### src/rtl/rowSeqPkg.sv
package rowSeqPkg;
  localparam int CH_COUNT    = 32;
  localparam int GROUP_SIZE  = 8;
  localparam int GROUP_COUNT = CH_COUNT / GROUP_SIZE;

  // Strobes from the phase controller to the channel datapath
  typedef struct packed {
    logic                   gated;    // gated phase active
    logic [GROUP_COUNT-1:0] groupIn;  // thermometer of groups that have entered
    logic                   gateQ;    // sampled gate strobe
    logic                   clearQ;   // sampled clear strobe
    logic                   holdQ;    // sampled readout-pause mode
    logic                   freeze;   // hold the selection register this edge
  } seqCtl_t;
endpackage

### src/rtl/rowSeqCtrl.sv
module rowSeqCtrl
  import rowSeqPkg::*;
(
  input  logic    clk,
  input  logic    rst,
  input  logic    gateStb,
  input  logic    clearStb,
  input  logic    holdReadout,
  output seqCtl_t ctl
);
  localparam int G = GROUP_COUNT;

  logic         gatedQ;
  logic [G-1:0] groupQ;
  logic         lowQ;
  logic         gateQ, clearQ, holdQ;
  logic         bothHigh, bothLow, exitNow;

  assign bothHigh = gateStb & clearStb;
  assign bothLow  = ~gateStb & ~clearStb;
  assign exitNow  = gatedQ & bothLow & lowQ;

  always_ff @(posedge clk) begin
    if (rst) begin
      gatedQ <= 1'b0;
      groupQ <= '0;
      lowQ   <= 1'b0;
      gateQ  <= 1'b0;
      clearQ <= 1'b0;
      holdQ  <= 1'b0;
    end else begin
      gateQ  <= gateStb;
      clearQ <= clearStb;
      holdQ  <= holdReadout;
      if (!gatedQ) begin
        lowQ <= 1'b0;
        if (bothHigh) begin
          gatedQ <= 1'b1;
          groupQ <= G'(1);
        end
      end else if (exitNow) begin
        gatedQ <= 1'b0;
        groupQ <= '0;
        lowQ   <= 1'b0;
      end else begin
        groupQ <= {groupQ[G-2:0], 1'b1};
        lowQ   <= bothLow;
      end
    end
  end

  assign ctl.gated   = gatedQ;
  assign ctl.groupIn = groupQ;
  assign ctl.gateQ   = gateQ;
  assign ctl.clearQ  = clearQ;
  assign ctl.holdQ   = holdQ;
  assign ctl.freeze  = gatedQ & holdReadout;

  AST_ENTRY_GROUP0: assert property (@(posedge clk) disable iff (rst)
    (!gatedQ && gateStb && clearStb) |=> (gatedQ && groupQ == G'(1)));
  AST_STAGGER_STEP: assert property (@(posedge clk) disable iff (rst)
    (gatedQ && !(bothLow && lowQ)) |=> (groupQ == {$past(groupQ[G-2:0]), 1'b1}));
  AST_EXIT_TWO_LOW: assert property (@(posedge clk) disable iff (rst)
    (gatedQ && bothLow && lowQ) |=> (!gatedQ && groupQ == '0));
  AST_NO_EARLY_EXIT: assert property (@(posedge clk) disable iff (rst)
    (gatedQ && !(bothLow && lowQ)) |=> gatedQ);
endmodule

### src/rtl/rowSeqPath.sv
module rowSeqPath
  import rowSeqPkg::*;
(
  input  logic                clk,
  input  logic                rst,
  input  logic                serIn,
  input  seqCtl_t             ctl,
  output logic [CH_COUNT-1:0] gateOn,
  output logic [CH_COUNT-1:0] clearOn,
  output logic                serOut
);
  localparam int N  = CH_COUNT;
  localparam int GS = GROUP_SIZE;

  logic [N-1:0] selQ;

  always_ff @(posedge clk) begin
    if (rst)              selQ <= '0;
    else if (!ctl.freeze) selQ <= {selQ[N-2:0], serIn};
  end

  assign serOut = selQ[N-1];

  for (genvar g = 0; g < GROUP_COUNT; g++) begin : gGroup
    for (genvar c = 0; c < GS; c++) begin : gChan
      localparam int IDX = g * GS + c;
      logic ovr;
      assign ovr = ~ctl.holdQ & selQ[IDX] & ctl.gateQ & ~ctl.clearQ;
      assign gateOn[IDX]  = ctl.gated ? (ctl.groupIn[g] & ovr)  : (selQ[IDX] & ctl.gateQ);
      assign clearOn[IDX] = ctl.gated ? (ctl.groupIn[g] & ~ovr) : (selQ[IDX] & ctl.clearQ);
    end

    AST_GROUP_IDLE: assert property (@(posedge clk) disable iff (rst)
      (ctl.gated && !ctl.groupIn[g]) |-> (gateOn[g*GS +: GS] == '0 && clearOn[g*GS +: GS] == '0));
  end

  AST_HOLD_FROZEN: assert property (@(posedge clk) disable iff (rst)
    ctl.freeze |=> $stable(selQ));
  AST_SHIFT_IN: assert property (@(posedge clk) disable iff (rst)
    !ctl.freeze |=> (selQ[N-1:1] == $past(selQ[N-2:0])));
endmodule

### src/rtl/gatedRowSeq.sv
module gatedRowSeq
  import rowSeqPkg::*;
(
  input  logic                clk,
  input  logic                rst,
  input  logic                serIn,
  input  logic                gateStb,
  input  logic                clearStb,
  input  logic                holdReadout,
  output logic [CH_COUNT-1:0] gateOn,
  output logic [CH_COUNT-1:0] clearOn,
  output logic                serOut
);
  seqCtl_t ctl;

  rowSeqCtrl uCtrl (
    .clk         (clk),
    .rst         (rst),
    .gateStb     (gateStb),
    .clearStb    (clearStb),
    .holdReadout (holdReadout),
    .ctl         (ctl)
  );

  rowSeqPath uPath (
    .clk     (clk),
    .rst     (rst),
    .serIn   (serIn),
    .ctl     (ctl),
    .gateOn  (gateOn),
    .clearOn (clearOn),
    .serOut  (serOut)
  );

  AST_NOT_BOTH: assert property (@(posedge clk) disable iff (rst)
    ((gateOn & clearOn) == '0));
endmodule

### config.mk
export PLATFORM = sky130hd
export DESIGN_NAME = gatedRowSeq
export DESIGN_NICKNAME = d
export VERILOG_FILES = /design/src/rtl/rowSeqPkg.sv /design/src/rtl/rowSeqCtrl.sv /design/src/rtl/rowSeqPath.sv /design/src/rtl/gatedRowSeq.sv
export SDC_FILE = /design/constraint.sdc
export NUM_CORES = 1
export LEC_CHECK = 0
export BUFFER_PORTS_ARGS = -buffer_cell sky130_fd_sc_hd__buf_2
export CAP_MARGIN = 10
export CORE_MARGIN = 2
export CORE_UTILIZATION = 51
export DETAILED_ROUTE_END_ITERATION = 10
export PLACE_DENSITY = 0.84
export RECOVER_POWER = 25
export REMOVE_ABC_BUFFERS = 1
export SLEW_MARGIN = 20
export SYNTH_ARGS = -nofsm -noshare
export SYNTH_HDL_FRONTEND = slang
export SYNTH_SLANG_ARGS = --single-unit
### constraint.sdc
create_clock -name clk -period 1.4 [get_ports clk]
set_input_delay 0.07 -clock clk [delete_from_list [all_inputs] [get_ports clk]]
set_output_delay 0.07 -clock clk [all_outputs]
set_load 0.02 [all_outputs]
* Yosys cells after proc, flatten, opt, wreduce, memory -nomap -nowiden *
Cells that the tools add are included.

storage, ports and cells
  bits in read-only memories = 0
  bits of input ports = 6
  latch bits = 0
  bits in registers = 41
  word-level logic and storage cells = 345
  memories = 0
  output and inout port bits = 65
  memory bits (writable) = 0

operators by class
  muxes and demuxes = 70
  add/sub/neg operators = 0
  $mul = 0
  divide/modulo/power cells = 0
  eq/ne operators = 0
  bitwise gates (word level) = 266
  shift-type cells = 0
  order comparisons = 0
  reductions and logical operators = 2

operators by type and width
  kind                count
  1-bit bitwise AND   229
  1-bit two-way mux   67
  1-bit inverter      37
  4-bit two-way mux   3
  3-bit OR reduction  1
  2-bit nonzero test  1

* Depth between registers and ports, before layout *
Gate-level depths: netlist (run 1).

  word-level depth = 7
  mapped depth = 5
  gate-level depth less buffers = 3

* Hierarchy *
From an unflattened synthesis (run 1), not the netlist that was laid out.

second synthesis, totals
  cells, all modules = 259
  area, all modules = 2396.0 um^2

by module, submodules not included
  module      cells each  times used  area an instance (um^2)
  rowSeqPath  228         1           2049.5
  rowSeqCtrl  31          1           346.6

* Worst setup path before layout (run 1) *
OpenSTA, ideal clock, no wires.

  path type = flip-flop to output port
  start point = register uCtrl.clearQ
  end point = output gateOn[24]
  buffers on the path = 0
  cell stages (with the launch flop) = 4
  data required time = 1.330 ns
  data arrival time = 1.199 ns
  slack = 0.131 ns
  cell sequence = dfxtp_1 or3b_4 a21boi_4 and2_1

on the way
  word-level cells in the longest chain between the ends = 4

ends and longest elaborated chain
  item                    line               text
  start, declared         rowSeqCtrl.sv:16   logic gateQ, clearQ, holdQ;
  start signal, assigned  rowSeqCtrl.sv:33   clearQ <= clearStb;
  1-bit inverter          rowSeqPath.sv:28   assign ovr = ~ctl.holdQ & selQ[IDX] & ctl.gateQ & ~ctl.clearQ;
  1-bit bitwise AND       rowSeqPath.sv:28
  1-bit bitwise AND       rowSeqPath.sv:29   assign gateOn[IDX] = ctl.gated ? (ctl.groupIn[g] & ovr) : (selQ[IDX] & ctl.gateQ);
  1-bit two-way mux       rowSeqPath.sv:29
  end, declared           gatedRowSeq.sv:10  output logic [CH_COUNT-1:0] gateOn,

No other way between the ends.

* Final worst setup path (run 1) *
  start point = register uCtrl.holdQ
  end point = output gateOn[6]

on the way
  word-level cells in the longest chain between the ends = 6

ends and longest elaborated chain
  item                             line              text
  start, declared                  rowSeqCtrl.sv:16
  start signal, assigned           rowSeqCtrl.sv:34  holdQ <= holdReadout;
  1-bit inverter                   rowSeqPath.sv:28
  1-bit bitwise AND (3 in series)  rowSeqPath.sv:28
  1-bit bitwise AND                rowSeqPath.sv:29
  1-bit two-way mux                rowSeqPath.sv:29

No other way between the ends.

==> results_dict.tcl, run 1 <==
set metrics [dict create \
    whs_endpoint "uPath.selQ[0]" \
    status "finished, violations left" \
    power_leakage_nw 1.62 \
    dieHeight_um 69.9 \
    hpwl_mm 3.63 \
    drc_errors 0 \
    first_iter_violations 117 \
    synthCells 283 \
    synth_top_area_frac 0.371 \
    synth_mux_area_frac 0 \
    clk_path_buf_depth 2 \
    die_area_um2 4880 \
    timing.fmax_ghz 0.574 \
    synth_compound_area_frac 0.309 \
    whs_path_depth 3 \
    setup_violations 65 \
    synth_top_family_by_area "compound AO/OA/AOI/OAI gates" \
    via_per_inst 5.67 \
    hold_class "in2reg" \
    period_minus_slack_ns 1.74 \
    first_global_vias 2132 \
    finalHoldViolCount 0 \
    cts_sinks 41 \
    track_usage 0.256 \
    cp-end-kind "output port" \
    worstPathMaxFanout 8 \
    port_buffers 70 \
    cp-start-kind "register" \
    core_area_um2 4090 \
    place.gp.congestion 0.746 \
    rr_worst_depth 5 \
    startpoint "uCtrl.holdQ" \
    synth_cell_types 22 \
    synth_xor_area_frac 0 \
    instances_no_fill 416 \
    final.fill_count 217 \
    crit_path_top_delay_cell "or3b_4" \
    powerDensity_nw_per_um2 735 \
    violations "setup timing" \
    ys_warn_count 0 \
    reg2reg_slack_ns -0.03 \
    synth_area_leaders "dfxtp_1 (37%), a21oi_1 (15%), nand2_1 (12%)" \
    rsz0062_at_grt "true" \
    grt_pass1_wl_mm 10.1 \
    drt_pass1_iterations 4 \
    grt_max_degree 22 \
    tightestPinTransition_ns 0.601 \
    vias 2359 \
    cts_tree "done" \
    root_buffer "clkbuf_8" \
    synth_fa_ha_area_frac 0 \
    drive_gt1_frac 0.429 \
    synth_area_leader_cell "dfxtp_1" \
    ir_worst_vdd_uv 632 \
    setup_slack_ns -0.341 \
    drv_slew 0 \
    crit_buf_inv 1 \
    cts_buffers 5 \
    start_util 0.541 \
    syn_to_final_growth_pct 55.0 \
    postRouteWirelength_mm 6.75 \
    grt-ovfl-total 0 \
    synthSimpleGateAreaFrac 0.271 \
    drv_cap 0 \
    syn_area_um2 2210 \
    rows 23 \
    worst_clock_skew_ns 0.00617 \
    timing.rr.end "uPath.selQ[14]" \
    drtAntennaViolNets 0 \
    crit_chain "or3b_4 -> a21boi_4 -> and2_1 -> buf_4" \
    crit_path_max_incr_delay_ns 0.40 \
    placedInstanceArea_um2 2650 \
    fin_area_um2 3430 \
    ys_ff_latch 41 \
    r2r_start "uCtrl.gatedQ" \
    cpLargestDelayFamily "simple AND/OR/NAND/NOR gates" \
    crit_required_ns 1.33 \
    post_drt_wl_per_cell_um 16.2 \
    htreeDepth 2 \
    placed_cells 401 \
    n_antenna_cell 0 \
    fin_crit_sh 1.24 \
    path_class "reg2out" \
    clk_pin_slew_ns 0.09 \
    nets 371 \
    ys_seq_area_frac 0.371 \
    ioPinCount 71 \
    dieWidth_um 69.9 \
    clk_latency_ns 0.31 \
    worstPathArrival_ns 1.67 \
    relSlewSlack 0.599 \
    antenna_found_initial 0 \
    hold_path_startpoint "serIn" \
    avgSynthCellArea_um2 7.82 \
]
==> per-layer routing <==
layer,GRT usage,part of all wire,up-vias
met2,0.452,0.51,107
met1,0.309,0.39,1106
met4,0.0983,0.031,0
met3,0.0447,0.075,23
li1,-,-,1123
met5,0,0,-
==> layout make-up <==
cell class                 count  area [um^2]  share of cell area
timing repair buffer          94          951               0.277
clock inverter                 3         46.3              0.0135
sequential                    41          828               0.242
clock buffer                   5         68.8              0.0201
multi-input combinational    223         1470               0.429
tap                           50         62.6              0.0182
==> worst min-delay path, stage by stage <==
cell,delay [ns]
buf_2,0.10
nand2_1,0.05
a21oi_1,0.06
==> Yosys cell counts <==
cell type / count
and2_1: 33
buf_2: 8
a22o_1: 2
clkbuf_1: 5
buf_4: 1
a21boi_4: 4
nor3_1: 1
o22a_1: 1
nor3b_4: 1
or3b_4: 4
nor3b_1: 2
nand2_2: 1
a21bo_2: 1
nand2_1: 68
a21o_1: 33
nor3b_2: 1
a21oi_1: 65
nor2_1: 1
buf_1: 2
nor2b_1: 5
buf_6: 3
dfxtp_1: 41
==> worst max-delay path by stage <==
| stage | cells after the start | slack, ns | end |
|---|---|---|---|
| floorplan | 2 | -0.62 | clearOn[0] |
| global placement | 4 | 0.01 | gateOn[10] |
| detailed placement | 4 | -0.03 | gateOn[5] |
| CTS | 4 | -0.28 | gateOn[5] |
| global route | 4 | -0.38 | gateOn[6] |
| finish | 4 | -0.34 | gateOn[6] |
==> cell families after synthesis <==
family / count (synthesis)
compound gates: 106
flops: 41
buf+inv: 19
simple gates: 117
==> through the flow <==
step / power, mW / utilization / hold WS (ns) / setup TNS (ns) / worst slack, ns
2_1_floorplan: 1.35 / - / 0.139 / -27.97 / -0.617
3_3_place_gp: 1.46 / 0.648 / 0.296 / 0 / 0.0104
3_5_place_dp: 1.47 / 0.648 / 0.300 / -0.228 / -0.0254
4_1_cts: 2.47 / 0.773 / 0.00927 / -16.27 / -0.282
5_1_grt: 2.59 / 0.839 / 0.0233 / -21.93 / -0.384
6_report: 2.52 / 0.839 / 0.0178 / -17.73 / -0.341
==> placed cells by master (no fill, tap or decap), types with 3 or more instances in the layout <==
cell,count
buf_6,58
clkbuf_1,4
nand2_1,65
dfxtp_1,39
a21oi_2,28
a21oi_1,33
nor2b_1,4
buf_4,22
or3b_4,4
and2_4,11
a21boi_4,4
clkbuf_8,5
and2_1,21
a21oi_4,4
a21o_1,33
buf_12,3
nand2_2,4
==> state kept, by name (all words and copies together), names as in the netlist <==
register / count
uCtrl.gateQ: 1
uCtrl.clearQ: 1
uCtrl.groupQ: 4
uCtrl.holdQ: 1
uCtrl.gatedQ: 1
uCtrl.lowQ: 1
uPath.selQ: 32
==> report_power, final <==
group	switching (mW)	internal (mW)	leakage, nW	total, mW
registers	0.0201	1.18	0.333	1.20
clock network	0.455	0.534	0.0543	0.989
logic	0.192	0.137	1.23	0.329
total	0.668	1.85	1.62	2.52
==> what timing repair did <==
item,in CTS,in global routing
setup buffers,2,2
cloned,2,0
gates resized for setup,116,75
endpoints found under the setup margin,64,64
hold buffers,2,0
pin swaps,36,30
endpoints found under the hold margin,1,0
Note: power is estimated with default switching activity, not from simulation.
==> run 2, diff against run 1 <==
--- a/constraint.sdc
+++ b/constraint.sdc
@@ -3,2 +3,2 @@
 set_output_delay 0.07 -clock clk [all_outputs]
-set_load 0.02 [all_outputs]
+set_load 0.01 [all_outputs]
==> run 2 against run 1 <==
Against the previous run: the run still ends with setup timing left; sequential power about the same; total power down 4.7%; cell count down 1.4%; via count down 4.7%; critical path depth up 2; count of clock-buffer cells in the layout unchanged; non-clock buffer count down 5; wire length down 13%; critical endpoint is now clearOn[23].
==> results_dict.tcl, run 2 (synthesized netlist as in run 1, its figures left out) <==
set metrics [dict create \
    htreeDepth 2 \
    drv_cap 0 \
    dieHeight_um 69.9 \
    syn_to_final_growth_pct 39.3 \
    whs_path_depth 2 \
    pre_cts_ws_ns 0.00317 \
    rows 23 \
    root_buffer "clkbuf_8" \
    cp-end-kind "output port" \
    largest-register "uPath.selQ" \
    final.fill_count 307 \
    cp-start-kind "register" \
    period_minus_slack_ns 1.68 \
    postRouteWirelength_mm 5.84 \
    vias 2249 \
    antenna_found_initial 0 \
    core_area_um2 4090 \
    instances_no_fill 410 \
    reg2reg_slack_ns 0.12 \
    hpwl_mm 3.54 \
    clk_path_buf_depth 2 \
    final_common_cell "nand2_1" \
    powerDensity_nw_per_um2 779 \
    hold_path_startpoint "holdReadout" \
    top_regs "uPath.selQ x32, uCtrl.groupQ x4" \
    fin_util 0.754 \
    path_class "reg2out" \
    clk_pin_slew_ns 0.08 \
    rsz0062_at_grt "true" \
    crit_required_ns 1.33 \
    track_usage 0.217 \
    cpLargestDelayFamily "buffers and inverters" \
    drive_gt1_frac 0.408 \
    hold_class "in2reg" \
    status "finished, violations left" \
    setup_tns_ns -13.50 \
    worstPathArrival_ns 1.61 \
    fin_crit_sh 1.20 \
    drtAntennaViolNets 0 \
    r2r_start "uCtrl.gatedQ" \
    worst_clock_skew_ns 0.00729 \
    timing.rr.end "uPath.selQ[11]" \
    cts_tree "done" \
    final_cell_mix "nand2_1 (65), buf_2 (60), dfxtp_1 (36)" \
    n_antenna_cell 0 \
    crit_buf_inv 3 \
    grt_max_degree 26 \
    violations "setup timing" \
    tightestPinTransition_ns 0.463 \
    cts_sinks 41 \
    holdWs_ns 0.0344 \
    clk_latency_ns 0.29 \
    setup_slack_ns -0.276 \
    grt-ovfl-total 0 \
    drt_pass1_iterations 5 \
    via_per_inst 5.49 \
    crit_chain "nor3b_4 -> buf_6 -> buf_12 -> a21oi_4 -> a21o_1 -> buf_2" \
    die_area_um2 4880 \
    port_buffers 70 \
    first_global_vias 1803 \
    cts_buffers 5 \
    largest_register_ffs 32 \
    grt_pass1_wl_mm 8.54 \
    dieWidth_um 69.9 \
    finalHoldViolCount 0 \
    worstPathMaxFanout 8 \
    post_drt_wl_per_cell_um 14.3 \
    crit_path_max_incr_delay_ns 0.37 \
    nets 366 \
    drc_errors 0 \
    drv_slew 0 \
    place.gp.congestion 0.757 \
    whs_endpoint "uCtrl.holdQ" \
    start_util 0.541 \
    timing.fmax_ghz 0.597 \
    ioPinCount 71 \
    placed_cells 398 \
    ir_worst_vdd_uv 694 \
    power_leakage_nw 1.58 \
    first_iter_violations 131 \
    relSlewSlack 0.691 \
    rr_worst_depth 5 \
    setup_violations 64 \
    crit_path_top_delay_cell "dfxtp_4" \
]
run 2: changes by cell type in the layout (fill, tap and decap cells not counted), moves of 2 or more:
cell     delta
buf_4      -14
buf_2      +58
dfxtp_1     -3
buf_6      -48
a21oi_4     +2
buf_12      +2
a21oi_2     -2
and2_4      -7
and2_1      +8
dfxtp_2     +3
run 2: where the power goes:
group / total (mW) / leakage (nW) / switching, mW / internal [mW]
registers: 1.20 / 0.334 / 0.0228 / 1.18
logic: 0.283 / 1.19 / 0.164 / 0.119
clock network: 0.912 / 0.0540 / 0.394 / 0.518
total: 2.40 / 1.58 / 0.581 / 1.82
run 2: timing repair:
| item | CTS | global route |
|---|---|---|
| endpoints found under the setup margin | 64 | 66 |
| pin swaps | 30 | 15 |
| buffers inserted | 2 | 0 |
| endpoints found under the hold margin | 1 | 0 |
| hold buffers | 2 | 0 |
| gates resized for setup | 45 | 32 |
| gates cloned | 2 | 0 |
run 2: layout make-up:
class / instances / area (um^2) / area share
Timing Repair Buffer: 89 / 608 / 0.197
Tap cell: 50 / 62.6 / 0.0203
Sequential cell: 41 / 832 / 0.270
Clock inverter: 2 / 35.0 / 0.0114
Multi-Input combinational cell: 223 / 1470 / 0.478
Clock buffer: 5 / 68.8 / 0.0223
run 2: worst reg2reg max path: cells and delay by family, from the launching register on:
family | cells | cell delay (ns)
AO/OA/AOI/OAI | 1 | 0.15
buffers and inverters | 2 | 0.36
flip-flops | 1 | 0.40
AND/OR/NAND/NOR | 2 | 0.30
run 2: routing by layer:
metal | GRT usage | vias up | wire [um]
met3 | 0.0433 | 12 | 301
met2 | 0.372 | 79 | 2880
met4 | 0.0321 | 0 | 97
li1 | - | 1108 | -
met1 | 0.288 | 1050 | 2560
met5 | 0 | - | 0
run 2: worst max-delay path by stage:
stage / from / end / slack [ns] / cells past startpoint
2_1_floorplan: uCtrl.gatedQ / clearOn[0] / -0.56 / 2
3_3_place_gp: uCtrl.clearQ / gateOn[5] / 0.04 / 4
3_5_place_dp: uCtrl.clearQ / gateOn[5] / 0.003 / 4
4_1_cts: uCtrl.clearQ / gateOn[5] / -0.26 / 4
5_1_grt: uCtrl.clearQ / gateOn[6] / -0.34 / 4
6_report: uCtrl.clearQ / clearOn[23] / -0.28 / 6
run 2: metrics by stage:
| stage | area [um^2] | total power [mW] |
|---|---|---|
| 2_1_floorplan | 2100 | 1.34 |
| 3_3_place_gp | 2650 | 1.45 |
| 3_5_place_dp | 2650 | 1.46 |
| 4_1_cts | 2950 | 2.39 |
| 5_1_grt | 3080 | 2.47 |
| 6_report | 3080 | 2.40 |
==> run 3, diff against run 2 <==
Settings changed: PLACE_DENSITY 0.84 to 0.8.
==> run 3 against run 2 <==
Against the previous run: clock skew down 0.0017 ns; wire length up 0.92%; largest power group unchanged; clock power down 18%; the flow still finishes with violations (setup timing).
==> results_dict.tcl, run 3 (synthesized netlist as in run 1, its figures left out) <==
set metrics [dict create \
    core_area_um2 4090 \
    setup_slack_ns -0.280 \
    final.fill_count 336 \
    powerDensity_nw_per_um2 739 \
    nets 369 \
    drt_pass1_iterations 4 \
    final_cell_mix "nand2_1 (65), buf_2 (61), dfxtp_1 (39)" \
    hpwl_mm 3.63 \
    p_int_mw 1.64 \
    largest_register_ffs 32 \
    n_antenna_cell 0 \
    first_global_vias 1994 \
    vias 2231 \
    period_minus_slack_ns 1.68 \
    largest-register "uPath.selQ" \
    clk_path_buf_depth 2 \
    relSlewSlack 0.667 \
    met1_usage 0.292 \
    seq_power_share 0.538 \
    via_per_inst 5.39 \
    postRouteWirelength_mm 5.90 \
    die_area_um2 4880 \
    ioPinCount 71 \
    path_class "reg2out" \
    p_clk_frac 0.336 \
    crit_required_ns 1.33 \
    rows 23 \
    htreeDepth 2 \
    switching_share 0.264 \
    fin_util 0.738 \
    antenna_found_initial 0 \
    busiest_layer "met2" \
    finalPower_mw 2.23 \
    drtAntennaViolNets 0 \
    combPwrFrac 0.126 \
    cts_buffers 5 \
    power_leakage_nw 1.56 \
    first_iter_violations 107 \
    startpoint "uCtrl.holdQ" \
    drv_slew 0 \
    drv_cap 0 \
    timing.fmax_ghz 0.595 \
    tightestPinTransition_ns 0.499 \
    clk_pin_slew_ns 0.08 \
    holdWs_ns 0.0171 \
    port_buffers 70 \
    start_util 0.541 \
    worst_clock_skew_ns 0.00558 \
    whs_path_depth 3 \
    hold_class "in2reg" \
    dieHeight_um 69.9 \
    rsz0062_at_grt "true" \
    r2r_start "uCtrl.gatedQ" \
    grt_pass1_wl_mm 9.34 \
    grt_max_degree 18 \
    hold_path_startpoint "serIn" \
    top_regs "uPath.selQ x32, uCtrl.groupQ x4" \
    status "finished, violations left" \
    cts_tree "done" \
    rr_worst_depth 5 \
    clk_latency_ns 0.29 \
    worstPathArrival_ns 1.61 \
    met2_usage 0.406 \
    final_common_cell "nand2_1" \
    cts_sinks 41 \
    drive_gt1_frac 0.401 \
    finalHoldViolCount 0 \
    netSwitchingPower_uw 588 \
    ir_worst_vdd_uv 603 \
    cp-end-kind "output port" \
    track_usage 0.235 \
    setup_violations 65 \
    post_drt_wl_per_cell_um 14.2 \
    drc_errors 0 \
    violations "setup timing" \
    place.gp.congestion 0.747 \
    pre_cts_ws_ns -0.00989 \
    cp-start-kind "register" \
    root_buffer "clkbuf_8" \
    syn_to_final_growth_pct 36.4 \
    grt-ovfl-total 0 \
    dieWidth_um 69.9 \
    fin_crit_sh 1.20 \
    worstPathMaxFanout 8 \
    grt_use_met3 0.0548 \
]
run 3: final cells by class:
cell class / count / area, um^2 / area share
Clock buffer: 6 / 72.6 / 0.0241
Multi-Input combinational cell: 223 / 1450 / 0.481
Timing Repair Buffer: 92 / 593 / 0.197
Sequential cell: 41 / 828 / 0.275
Clock inverter: 2 / 10.0 / 0.00332
Tap cell: 50 / 62.6 / 0.0207
run 3: repair_timing:
item / 4_1_cts / 5_1_grt
hold buffers: 2 / 0
pin swaps: 36 / 21
setup buffers: 1 / 0
resized for setup: 39 / 27
gates cloned: 2 / 0
endpoints found under the setup margin: 64 / 67
endpoints found under the hold margin: 1 / 0
run 3: per-layer routing:
layer  vias to the layer above  routed length (um)
met1                      1024                2490
li1                       1121                   -
met5                         -                   0
met4                         0                  48
met3                         7                 387
met2                        79                2970
run 3: worst paths after layout:
kind,slack (ns),to
worst min register to register,0.51,uPath.selQ[24]
worst max register to register,0.09,uPath.selQ[18]
worst max-delay path,-0.28,gateOn[2]
worst min-delay path,0.02,uPath.selQ[0]
run 3: power by group through the flow:
stage / combinational, mW / clock, mW / sequential (mW)
after floorplan: 0.110 / 0 / 1.23
after global placement: 0.223 / 0 / 1.22
after detailed placement: 0.229 / 0 / 1.23
after CTS: 0.264 / 0.755 / 1.20
after global routing: 0.302 / 0.823 / 1.20
final: 0.280 / 0.749 / 1.20
run 3: metrics by stage:
stage | TNS (ns) | cell area [um^2] | cells
final | -14.08 | 3020 | 414
after global placement | 0 | 2650 | 401
after CTS | -13.29 | 2900 | 414
after floorplan | -26.07 | 2100 | 264
after global routing | -18.10 | 3020 | 414
after detailed placement | -0.0319 | 2650 | 401
run 3: worst max-delay path, cell delays in order, from the launching register on:
cell and delay, ns:
dfxtp_4 0.37, or3b_4 0.41, a21boi_4 0.24, and2_1 0.17, buf_2 0.13
